===== src/rtl/mbx_pkg.sv =====
package mbx_pkg;
  localparam int ADDR_W    = 12;
  localparam int PEND_BASE = 'h020;
  localparam int EN_BASE   = 'h060;
  localparam int STAT_BASE = 'h100;
  localparam int CNT_BASE  = 'h140;
  localparam int MSG_BASE  = 'h180;

  typedef enum logic [2:0] {
    SEL_NONE,
    SEL_STAT,
    SEL_CNT,
    SEL_MSG,
    SEL_PEND,
    SEL_EN
  } reg_sel_e;
endpackage


===== src/rtl/mbx_decode.sv =====
module mbx_decode
  import mbx_pkg::*;
#(
  parameter int NQ  = 8,
  parameter int NU  = 2,
  parameter int QIW = 3,
  parameter int UIW = 1
) (
  input  logic [ADDR_W-1:0] addr_i,
  output reg_sel_e          sel_o,
  output logic [QIW-1:0]    qidx_o,
  output logic [UIW-1:0]    uidx_o
);
  localparam logic [ADDR_W-1:0] STAT_LO = ADDR_W'(STAT_BASE);
  localparam logic [ADDR_W-1:0] STAT_HI = ADDR_W'(STAT_BASE + 4 * NQ);
  localparam logic [ADDR_W-1:0] CNT_LO  = ADDR_W'(CNT_BASE);
  localparam logic [ADDR_W-1:0] CNT_HI  = ADDR_W'(CNT_BASE + 4 * NQ);
  localparam logic [ADDR_W-1:0] MSG_LO  = ADDR_W'(MSG_BASE);
  localparam logic [ADDR_W-1:0] MSG_HI  = ADDR_W'(MSG_BASE + 4 * NQ);
  localparam logic [ADDR_W-1:0] PEND_LO = ADDR_W'(PEND_BASE);
  localparam logic [ADDR_W-1:0] PEND_HI = ADDR_W'(PEND_BASE + 4 * NU);
  localparam logic [ADDR_W-1:0] EN_LO   = ADDR_W'(EN_BASE);
  localparam logic [ADDR_W-1:0] EN_HI   = ADDR_W'(EN_BASE + 4 * NU);

  logic [ADDR_W-1:0] off;

  always_comb begin
    sel_o  = SEL_NONE;
    off    = '0;
    if (addr_i[1:0] == 2'b00) begin
      if (addr_i >= STAT_LO && addr_i < STAT_HI) begin
        sel_o = SEL_STAT;
        off   = addr_i - STAT_LO;
      end else if (addr_i >= CNT_LO && addr_i < CNT_HI) begin
        sel_o = SEL_CNT;
        off   = addr_i - CNT_LO;
      end else if (addr_i >= MSG_LO && addr_i < MSG_HI) begin
        sel_o = SEL_MSG;
        off   = addr_i - MSG_LO;
      end else if (addr_i >= PEND_LO && addr_i < PEND_HI) begin
        sel_o = SEL_PEND;
        off   = addr_i - PEND_LO;
      end else if (addr_i >= EN_LO && addr_i < EN_HI) begin
        sel_o = SEL_EN;
        off   = addr_i - EN_LO;
      end
    end
  end

  assign qidx_o = QIW'(off >> 2);
  assign uidx_o = UIW'(off >> 2);
endmodule


===== src/rtl/mbx_queue.sv =====
module mbx_queue #(
  parameter int DEPTH = 4,
  parameter int DW    = 32,
  localparam int CW   = $clog2(DEPTH + 1),
  localparam int PTW  = (DEPTH > 1) ? $clog2(DEPTH) : 1
) (
  input  logic          clk_i,
  input  logic          rst_ni,
  input  logic          push_i,
  input  logic          pop_i,
  input  logic [DW-1:0] wdata_i,
  output logic [DW-1:0] head_o,
  output logic [CW-1:0] count_o,
  output logic          full_o,
  output logic          pushed_o
);
  localparam logic [CW-1:0]  CNT_MAX = CW'(DEPTH);
  localparam logic [PTW-1:0] PTR_MAX = PTW'(DEPTH - 1);

  logic [DW-1:0]  mem_q [DEPTH];
  logic [PTW-1:0] wr_ptr_q, rd_ptr_q;
  logic [CW-1:0]  cnt_q;
  logic           push_ok, pop_ok;

  assign full_o   = (cnt_q == CNT_MAX);
  assign push_ok  = push_i && !full_o;
  assign pop_ok   = pop_i && (cnt_q != '0);
  assign pushed_o = push_ok;
  assign count_o  = cnt_q;
  assign head_o   = mem_q[rd_ptr_q];

  always_ff @(posedge clk_i or negedge rst_ni) begin
    if (!rst_ni) begin
      wr_ptr_q <= '0;
      rd_ptr_q <= '0;
      cnt_q    <= '0;
      for (int i = 0; i < DEPTH; i++) mem_q[i] <= '0;
    end else begin
      if (push_ok) begin
        mem_q[wr_ptr_q] <= wdata_i;
        wr_ptr_q <= (wr_ptr_q == PTR_MAX) ? '0 : wr_ptr_q + 1'b1;
      end
      if (pop_ok) rd_ptr_q <= (rd_ptr_q == PTR_MAX) ? '0 : rd_ptr_q + 1'b1;
      cnt_q <= cnt_q + CW'(push_ok) - CW'(pop_ok);
    end
  end


  count_max_chk: assert property (@(posedge clk_i) disable iff (!rst_ni)
    count_o <= CNT_MAX);

  drop_full_chk: assert property (@(posedge clk_i) disable iff (!rst_ni)
    (push_i && full_o && !pop_i) |=> (count_o == CNT_MAX) && $stable(head_o));

  pop_empty_chk: assert property (@(posedge clk_i) disable iff (!rst_ni)
    (pop_i && count_o == '0 && !push_i) |=> count_o == '0);

  push_count_chk: assert property (@(posedge clk_i) disable iff (!rst_ni)
    (push_i && !pop_i && !full_o) |=> count_o == $past(count_o) + 1'b1);
endmodule


===== src/rtl/mbx_user_irq.sv =====
module mbx_user_irq #(
  parameter int PW = 16
) (
  input  logic          clk_i,
  input  logic          rst_ni,
  input  logic [PW-1:0] set_i,
  input  logic [PW-1:0] clr_i,
  input  logic          en_we_i,
  input  logic [PW-1:0] en_wdata_i,
  output logic [PW-1:0] pend_o,
  output logic [PW-1:0] en_o,
  output logic          irq_o
);
  logic [PW-1:0] pend_q, en_q;

  always_ff @(posedge clk_i or negedge rst_ni) begin
    if (!rst_ni) begin
      pend_q <= '0;
      en_q   <= '0;
    end else begin
      pend_q <= (pend_q & ~clr_i) | set_i;  // set dominates clear
      if (en_we_i) en_q <= en_wdata_i;
    end
  end

  assign pend_o = pend_q;
  assign en_o   = en_q;
  assign irq_o  = |(pend_q & en_q);


  set_lands_chk: assert property (@(posedge clk_i) disable iff (!rst_ni)
    (set_i != '0) |=> ((pend_o & $past(set_i)) == $past(set_i)));

  w1c_chk: assert property (@(posedge clk_i) disable iff (!rst_ni)
    ((clr_i & ~set_i) != '0) |=> ((pend_o & $past(clr_i & ~set_i)) == '0));

  hold_chk: assert property (@(posedge clk_i) disable iff (!rst_ni)
    (clr_i == '0 && set_i == '0) |=> $stable(pend_o));

  irq_mask_chk: assert property (@(posedge clk_i) disable iff (!rst_ni)
    (en_o == '0) |-> !irq_o);
endmodule


===== src/rtl/mbx_top.sv =====
module mbx_top
  import mbx_pkg::*;
#(
  parameter int NQ    = 8,
  parameter int NU    = 2,
  parameter int DEPTH = 4,
  parameter int DW    = 32,
  localparam int CW   = $clog2(DEPTH + 1),
  localparam int PW   = 2 * NQ,
  localparam int QIW  = (NQ > 1) ? $clog2(NQ) : 1,
  localparam int UIW  = (NU > 1) ? $clog2(NU) : 1
) (
  input  logic              clk_i,
  input  logic              rst_ni,
  input  logic              req_i,
  input  logic              we_i,
  input  logic [ADDR_W-1:0] addr_i,
  input  logic [DW-1:0]     wdata_i,
  output logic [DW-1:0]     rdata_o,
  output logic [NU-1:0]     irq_o
);
  reg_sel_e       sel;
  logic [QIW-1:0] qidx;
  logic [UIW-1:0] uidx;

  logic [DW-1:0]  head  [NQ];
  logic [CW-1:0]  cnt   [NQ];
  logic [NQ-1:0]  full, pushed, push, pop;
  logic [PW-1:0]  set_vec;
  logic [PW-1:0]  pend  [NU];
  logic [PW-1:0]  en    [NU];

  logic wr_acc, rd_acc;
  assign wr_acc = req_i && we_i;
  assign rd_acc = req_i && !we_i;

  mbx_decode #(.NQ(NQ), .NU(NU), .QIW(QIW), .UIW(UIW)) u_dec (
    .addr_i (addr_i),
    .sel_o  (sel),
    .qidx_o (qidx),
    .uidx_o (uidx)
  );

  for (genvar q = 0; q < NQ; q++) begin : g_q
    assign push[q] = wr_acc && (sel == SEL_MSG) && (qidx == QIW'(q));
    assign pop[q]  = rd_acc && (sel == SEL_MSG) && (qidx == QIW'(q));

    mbx_queue #(.DEPTH(DEPTH), .DW(DW)) u_queue (
      .clk_i    (clk_i),
      .rst_ni   (rst_ni),
      .push_i   (push[q]),
      .pop_i    (pop[q]),
      .wdata_i  (wdata_i),
      .head_o   (head[q]),
      .count_o  (cnt[q]),
      .full_o   (full[q]),
      .pushed_o (pushed[q])
    );

    assign set_vec[2*q]   = pushed[q];
    assign set_vec[2*q+1] = !full[q];
  end

  for (genvar u = 0; u < NU; u++) begin : g_u
    logic          sel_me;
    logic [PW-1:0] clr;
    assign sel_me = (uidx == UIW'(u));
    assign clr    = (wr_acc && sel == SEL_PEND && sel_me) ? wdata_i[PW-1:0] : '0;

    mbx_user_irq #(.PW(PW)) u_irq (
      .clk_i      (clk_i),
      .rst_ni     (rst_ni),
      .set_i      (set_vec),
      .clr_i      (clr),
      .en_we_i    (wr_acc && sel == SEL_EN && sel_me),
      .en_wdata_i (wdata_i[PW-1:0]),
      .pend_o     (pend[u]),
      .en_o       (en[u]),
      .irq_o      (irq_o[u])
    );
  end

  always_comb begin
    rdata_o = '0;
    unique case (sel)
      SEL_STAT: rdata_o[0] = full[qidx];
      SEL_CNT:  rdata_o[CW-1:0] = cnt[qidx];
      SEL_MSG:  if (cnt[qidx] != '0) rdata_o = head[qidx];
      SEL_PEND: rdata_o[PW-1:0] = pend[uidx];
      SEL_EN:   rdata_o[PW-1:0] = en[uidx];
      default:  rdata_o = '0;
    endcase
  end


  one_queue_moves_chk: assert property (@(posedge clk_i) disable iff (!rst_ni)
    $countones(push | pop) <= 1);

  reset_irq_chk: assert property (@(posedge clk_i) !rst_ni |-> irq_o == '0);
endmodule


===== config.mk =====
export PLATFORM = sky130hd
export DESIGN_NAME = mbx_top
export DESIGN_NICKNAME = d
export VERILOG_FILES = /design/src/rtl/mbx_pkg.sv /design/src/rtl/mbx_decode.sv /design/src/rtl/mbx_queue.sv /design/src/rtl/mbx_user_irq.sv /design/src/rtl/mbx_top.sv
export SDC_FILE = /design/constraint.sdc
export NUM_CORES = 2
export LEC_CHECK = 0
export BUFFER_PORTS_ARGS = -buffer_cell sky130_fd_sc_hd__buf_2
export CORE_MARGIN = 2
export CORE_UTILIZATION = 25
export CTS_CLUSTER_SIZE = 25
export DETAILED_ROUTE_END_ITERATION = 6
export GPL_TIMING_DRIVEN = 0
export PLACE_DENSITY_LB_ADDON = 0.3
export SKIP_LAST_GASP = 1
export SYNTH_ARGS = -nofsm -noshare
export SYNTH_HDL_FRONTEND = slang
export SYNTH_SLANG_ARGS = --single-unit

===== constraint.sdc =====
create_clock -name clk_i -period 2.56 [get_ports clk_i]
set_input_delay 0.128 -clock clk_i [delete_from_list [all_inputs] [get_ports clk_i]]
set_output_delay 0.128 -clock clk_i [all_outputs]
set_load 0.03 [all_outputs]

==> results.cfg <==
[status]
run_status = finished, violations left
failed_checks = negative setup slack

[route]
vias = 33300
route.detailed.drc = 0
post_drt_wl_per_cell_um = 24.9
route.antenna.remaining_nets = 0
route.final.wire_length_mm = 172
viasPerCell = 4.81
drtPass1Iterations = 5
drtIter0Drc = 2625

[sta]
timing.clock.skew_ns = 0.0324
final_period_minus_worst_setup_slack_ns = 3.40
timing.final.crit_share = 1.33
final-hold-violation-count = 0
number_of_max_slew_violations_in_the_final_report = 0
transition_time_at_the_pin_with_the_least_slew_margin_ns = 1.26
worst_slack_ns = -0.843
grt_setup_unrepaired = true
final-setup-viol-count = 36
maxSlewHeadroom = 0.147
fmaxAchievable_ghz = 0.294

[yosys]
synth_edf_count = 0
post_synth_xor_area_fraction = 0.00259
yosys-mux-area-fraction = 0.353
synth.area.top_cells = sky130_fd_sc_hd__dfrtp_1, sky130_fd_sc_hd__mux2_2, sky130_fd_sc_hd__mux4_2, sky130_fd_sc_hd__mux2_1, sky130_fd_sc_hd__mux2_4
asyncSetResetFlopFracSynth = 1.00
post_synth_instance_area_um2 = 54200
synth_adder_area_share = 0.0159
post-synth-top-area-cell = sky130_fd_sc_hd__dfrtp_1
synth_area_per_cell_um2 = 14.8
synth.net_count = 3764
number_of_warnings_issued_by_yosys = 0
synthCells = 3652
synth_top_flop_cell = sky130_fd_sc_hd__dfrtp_1
share_of_yosys_cell_area_claimed_by_the_top_area_cell_type = 0.528
synth_compound_area_frac = 0.0398
netlist-cell-type-count = 68
synth_sequential_area_ratio = 0.528
synth-simple-area-share = 0.0254
synth_seq_cells = 1144
synth_top_family_by_area = multiplexers

[power_and_ir_drop]
share_clk_of_total_power = 0.500
power.share.sequential = 0.465
internal_power_mw = 29.8
netSwitchingPower_mw = 9.20
share_comb_of_total_power = 0.036
power.leakage_nw = 31.7
switching_share = 0.236
cellPowerDensity_nw_per_um2 = 591
worst_voltage_drop_across_the_vdd_grid_mv = 0.714

[layout]
layout.nets = 4084
final_core_util = 0.307
drive_gt1_frac = 0.431
total_area_of_sequential_cells_um2 = 28600
multi_input_comb_area_um2 = 24700
nFillCells = 21300
synthToLayoutAreaGrowth_pct = 21.7

[placement]
pre_cts_slack_ns = -2.56
gp_routability_congestion = 0.833
port-buffer-count = 64
hpwl_mm = 123

[cts]
worst_skew_pair_latency_ns = 0.79
h-tree-depth = 4
numCtsBuffers = 131
tritoncts = built
max-clock-path-buffers = 3
clock_sink_count = 1144
cts_root_buffer = sky130_fd_sc_hd__clkbuf_16
clk_transition_reported_paths_ns = 0.06

[die]
core.rowCount = 170
die_x_um = 470
fp.dieH_um = 470
num_io_pins = 82
core_region_area_um2 = 215000
start_util = 0.252
design.die.area_um2 = 221000

[global_routing]
first_pass_grt_wire_length_mm = 251
grt-ovfl-total = 0
globalRouteTotalUtil = 0.155
number_of_antenna_violations_at_the_first_check_in_global_routing = 12
pin_count_of_the_biggest_net_entering_global_routing = 161
first_global_vias = 34500

[critical_path]
cp-startpoint = g_q[2].u_queue.count_o[2]
timing.critical_path.arrival_ns = 3.28
cp_data_required_time_ns = 2.43
worstSetupPathType = reg -> out
worstSetupEndpointType = output pin
reg2reg_from = g_q[0].u_queue.count_o[1]
critPathMaxFanout = 5
critical_path.startpoint_type = flop

[min_path]
hold_path.class = in -> async

[job]
maxCapViolCount = 0
## metal layers
metal	share of wire	track usage	vias up
met5	0.00044	0	-
met4	0.025	0.0398	14
met3	0.047	0.0243	215
met2	0.46	0.240	787
met1	0.47	0.224	18100
li1	-	-	14100
## registers in the layout, indices dropped and copies added (netlist names)
signal,cells
g_q.u_queue.mem_q,1024
g_u.u_irq.en_o,32
g_u.u_irq.pend_o,32
g_q.u_queue.count_o,24
g_q.u_queue.rd_ptr_q,16
g_q.u_queue.wr_ptr_q,16
## cells in the final DEF, fill, tap and decap left out, drive strengths merged, types with 29 or more instances in the layout
cell type,n
clkbuf,372
mux2,1082
o22ai,48
dfrtp,1144
ha,56
inv,65
o21ai,60
nand2,126
dlygate4sd3,30
nor2,96
a21o,29
mux2i,62
buf,324
mux4,261
a21oi,85
## worst paths after layout
kind | end | slack, ns | depth (start not counted)
min | g_q[5].u_queue.mem_q[66] | 0.05 | 3
min reg2reg | g_q[6].u_queue.mem_q[41] | 0.49 | 1
max | rdata_o[19] | -0.84 | 11
min in group clk_i | g_u[1].u_irq.pend_o[15] | 0.08 | 3
max reg2reg | g_q[0].u_queue.count_o[2] | -0.27 | 7
max in group asynchronous | g_q[3].u_queue.mem_q[94] | 0.40 | 5
## critical path, stage by stage, from the launching register on
cell,delay [ns]
sky130_fd_sc_hd__dfrtp_1,0.38
sky130_fd_sc_hd__mux2_4,0.18
sky130_fd_sc_hd__a21oi_4,0.05
sky130_fd_sc_hd__a211oi_2,0.18
sky130_fd_sc_hd__o211ai_1,0.12
sky130_fd_sc_hd__a2bb2o_2,0.30
sky130_fd_sc_hd__a32oi_4,0.24
sky130_fd_sc_hd__o21ai_4,0.11
sky130_fd_sc_hd__buf_12,0.16
sky130_fd_sc_hd__clkbuf_16,0.19
sky130_fd_sc_hd__a211oi_4,0.37
sky130_fd_sc_hd__buf_6,0.19
## power groups by stage
stage	logic [mW]	clock network, mW	registers (mW)
after CTS	1.41	19.9	18.1
after global placement	1.23	0	18.5
after global routing	1.53	20.7	18.1
final	1.40	19.5	18.1
after detailed placement	1.28	0	18.5
after floorplan	0.397	0	18.5
## Yosys cell counts (all sizes together), types with 2 or more instances
master / count
inv: 56
or2: 3
a22oi: 3
nor3: 20
and3: 5
a21oi: 85
o21ai: 60
ha: 56
nor2b: 7
nand3: 7
buf: 162
nor3b: 3
nor2: 96
nand2: 126
o211ai: 17
and2: 2
a221oi: 10
nor4: 2
o22a: 14
fa: 8
o22ai: 48
or3: 3
a21o: 29
mux4: 261
a21boi: 4
a31o: 7
a22o: 8
o221ai: 15
nand2b: 6
mux2i: 62
clkbuf: 184
a211oi: 13
mux2: 1082
nand4: 3
dfrtp: 1144
or4: 2
xnor2: 15
o311ai: 6
a221o: 2
a211o: 5
## repair_timing
action | 4_1_cts | 5_1_grt
hold endpoints to repair | 359 | 99
buffers inserted | 59 | 23
cloned | 6 | 3
resized for setup | 474 | 102
pin swaps | 53 | 28
endpoints found under the setup margin | 943 | 462
hold buffers | 29 | 3
## through the flow
stage               cells  hold slack, ns  TNS [ns]  total power [mW]  area (um2)
detailed placement   6563           0.143  -1357.96              19.7       58400
finish               6914          0.0489    -23.34              39.0       66000
global route         6912          0.0707    -27.61              40.4       65900
global placement     6554           0.461         -              19.7       58200
CTS                  6885          -0.699    -27.21              39.5       65400
floorplan            3652          -0.168     -1.68              18.8       54300
## layout make-up
cell class | count | share of cell area
Sequential cell | 1144 | 0.434
Multi-Input combinational cell | 2106 | 0.375
Clock buffer | 195 | 0.0588
Tap cell | 2838 | 0.0538
Buffer | 337 | 0.0369
Timing Repair Buffer | 196 | 0.0296
Clock inverter | 40 | 0.00869
Inverter | 56 | 0.00319
Antenna cell | 2 | 0.0000759
## logic make-up (layout without fill, tap and decap cells)
| family | after synthesis | in the layout |
|---|---|---|
| adders and majority gates | 64 | 64 |
| AOI/OAI and AO/OA | 331 | 331 |
| buffers and inverters | 402 | 824 |
| and+or+nand+nor | 290 | 290 |
| other | 0 | 2 |
| muxes | 1405 | 1405 |
| xor gates and xnor gates | 16 | 16 |
| DFF | 1144 | 1144 |
Note: power is estimated with default switching activity, not from simulation.
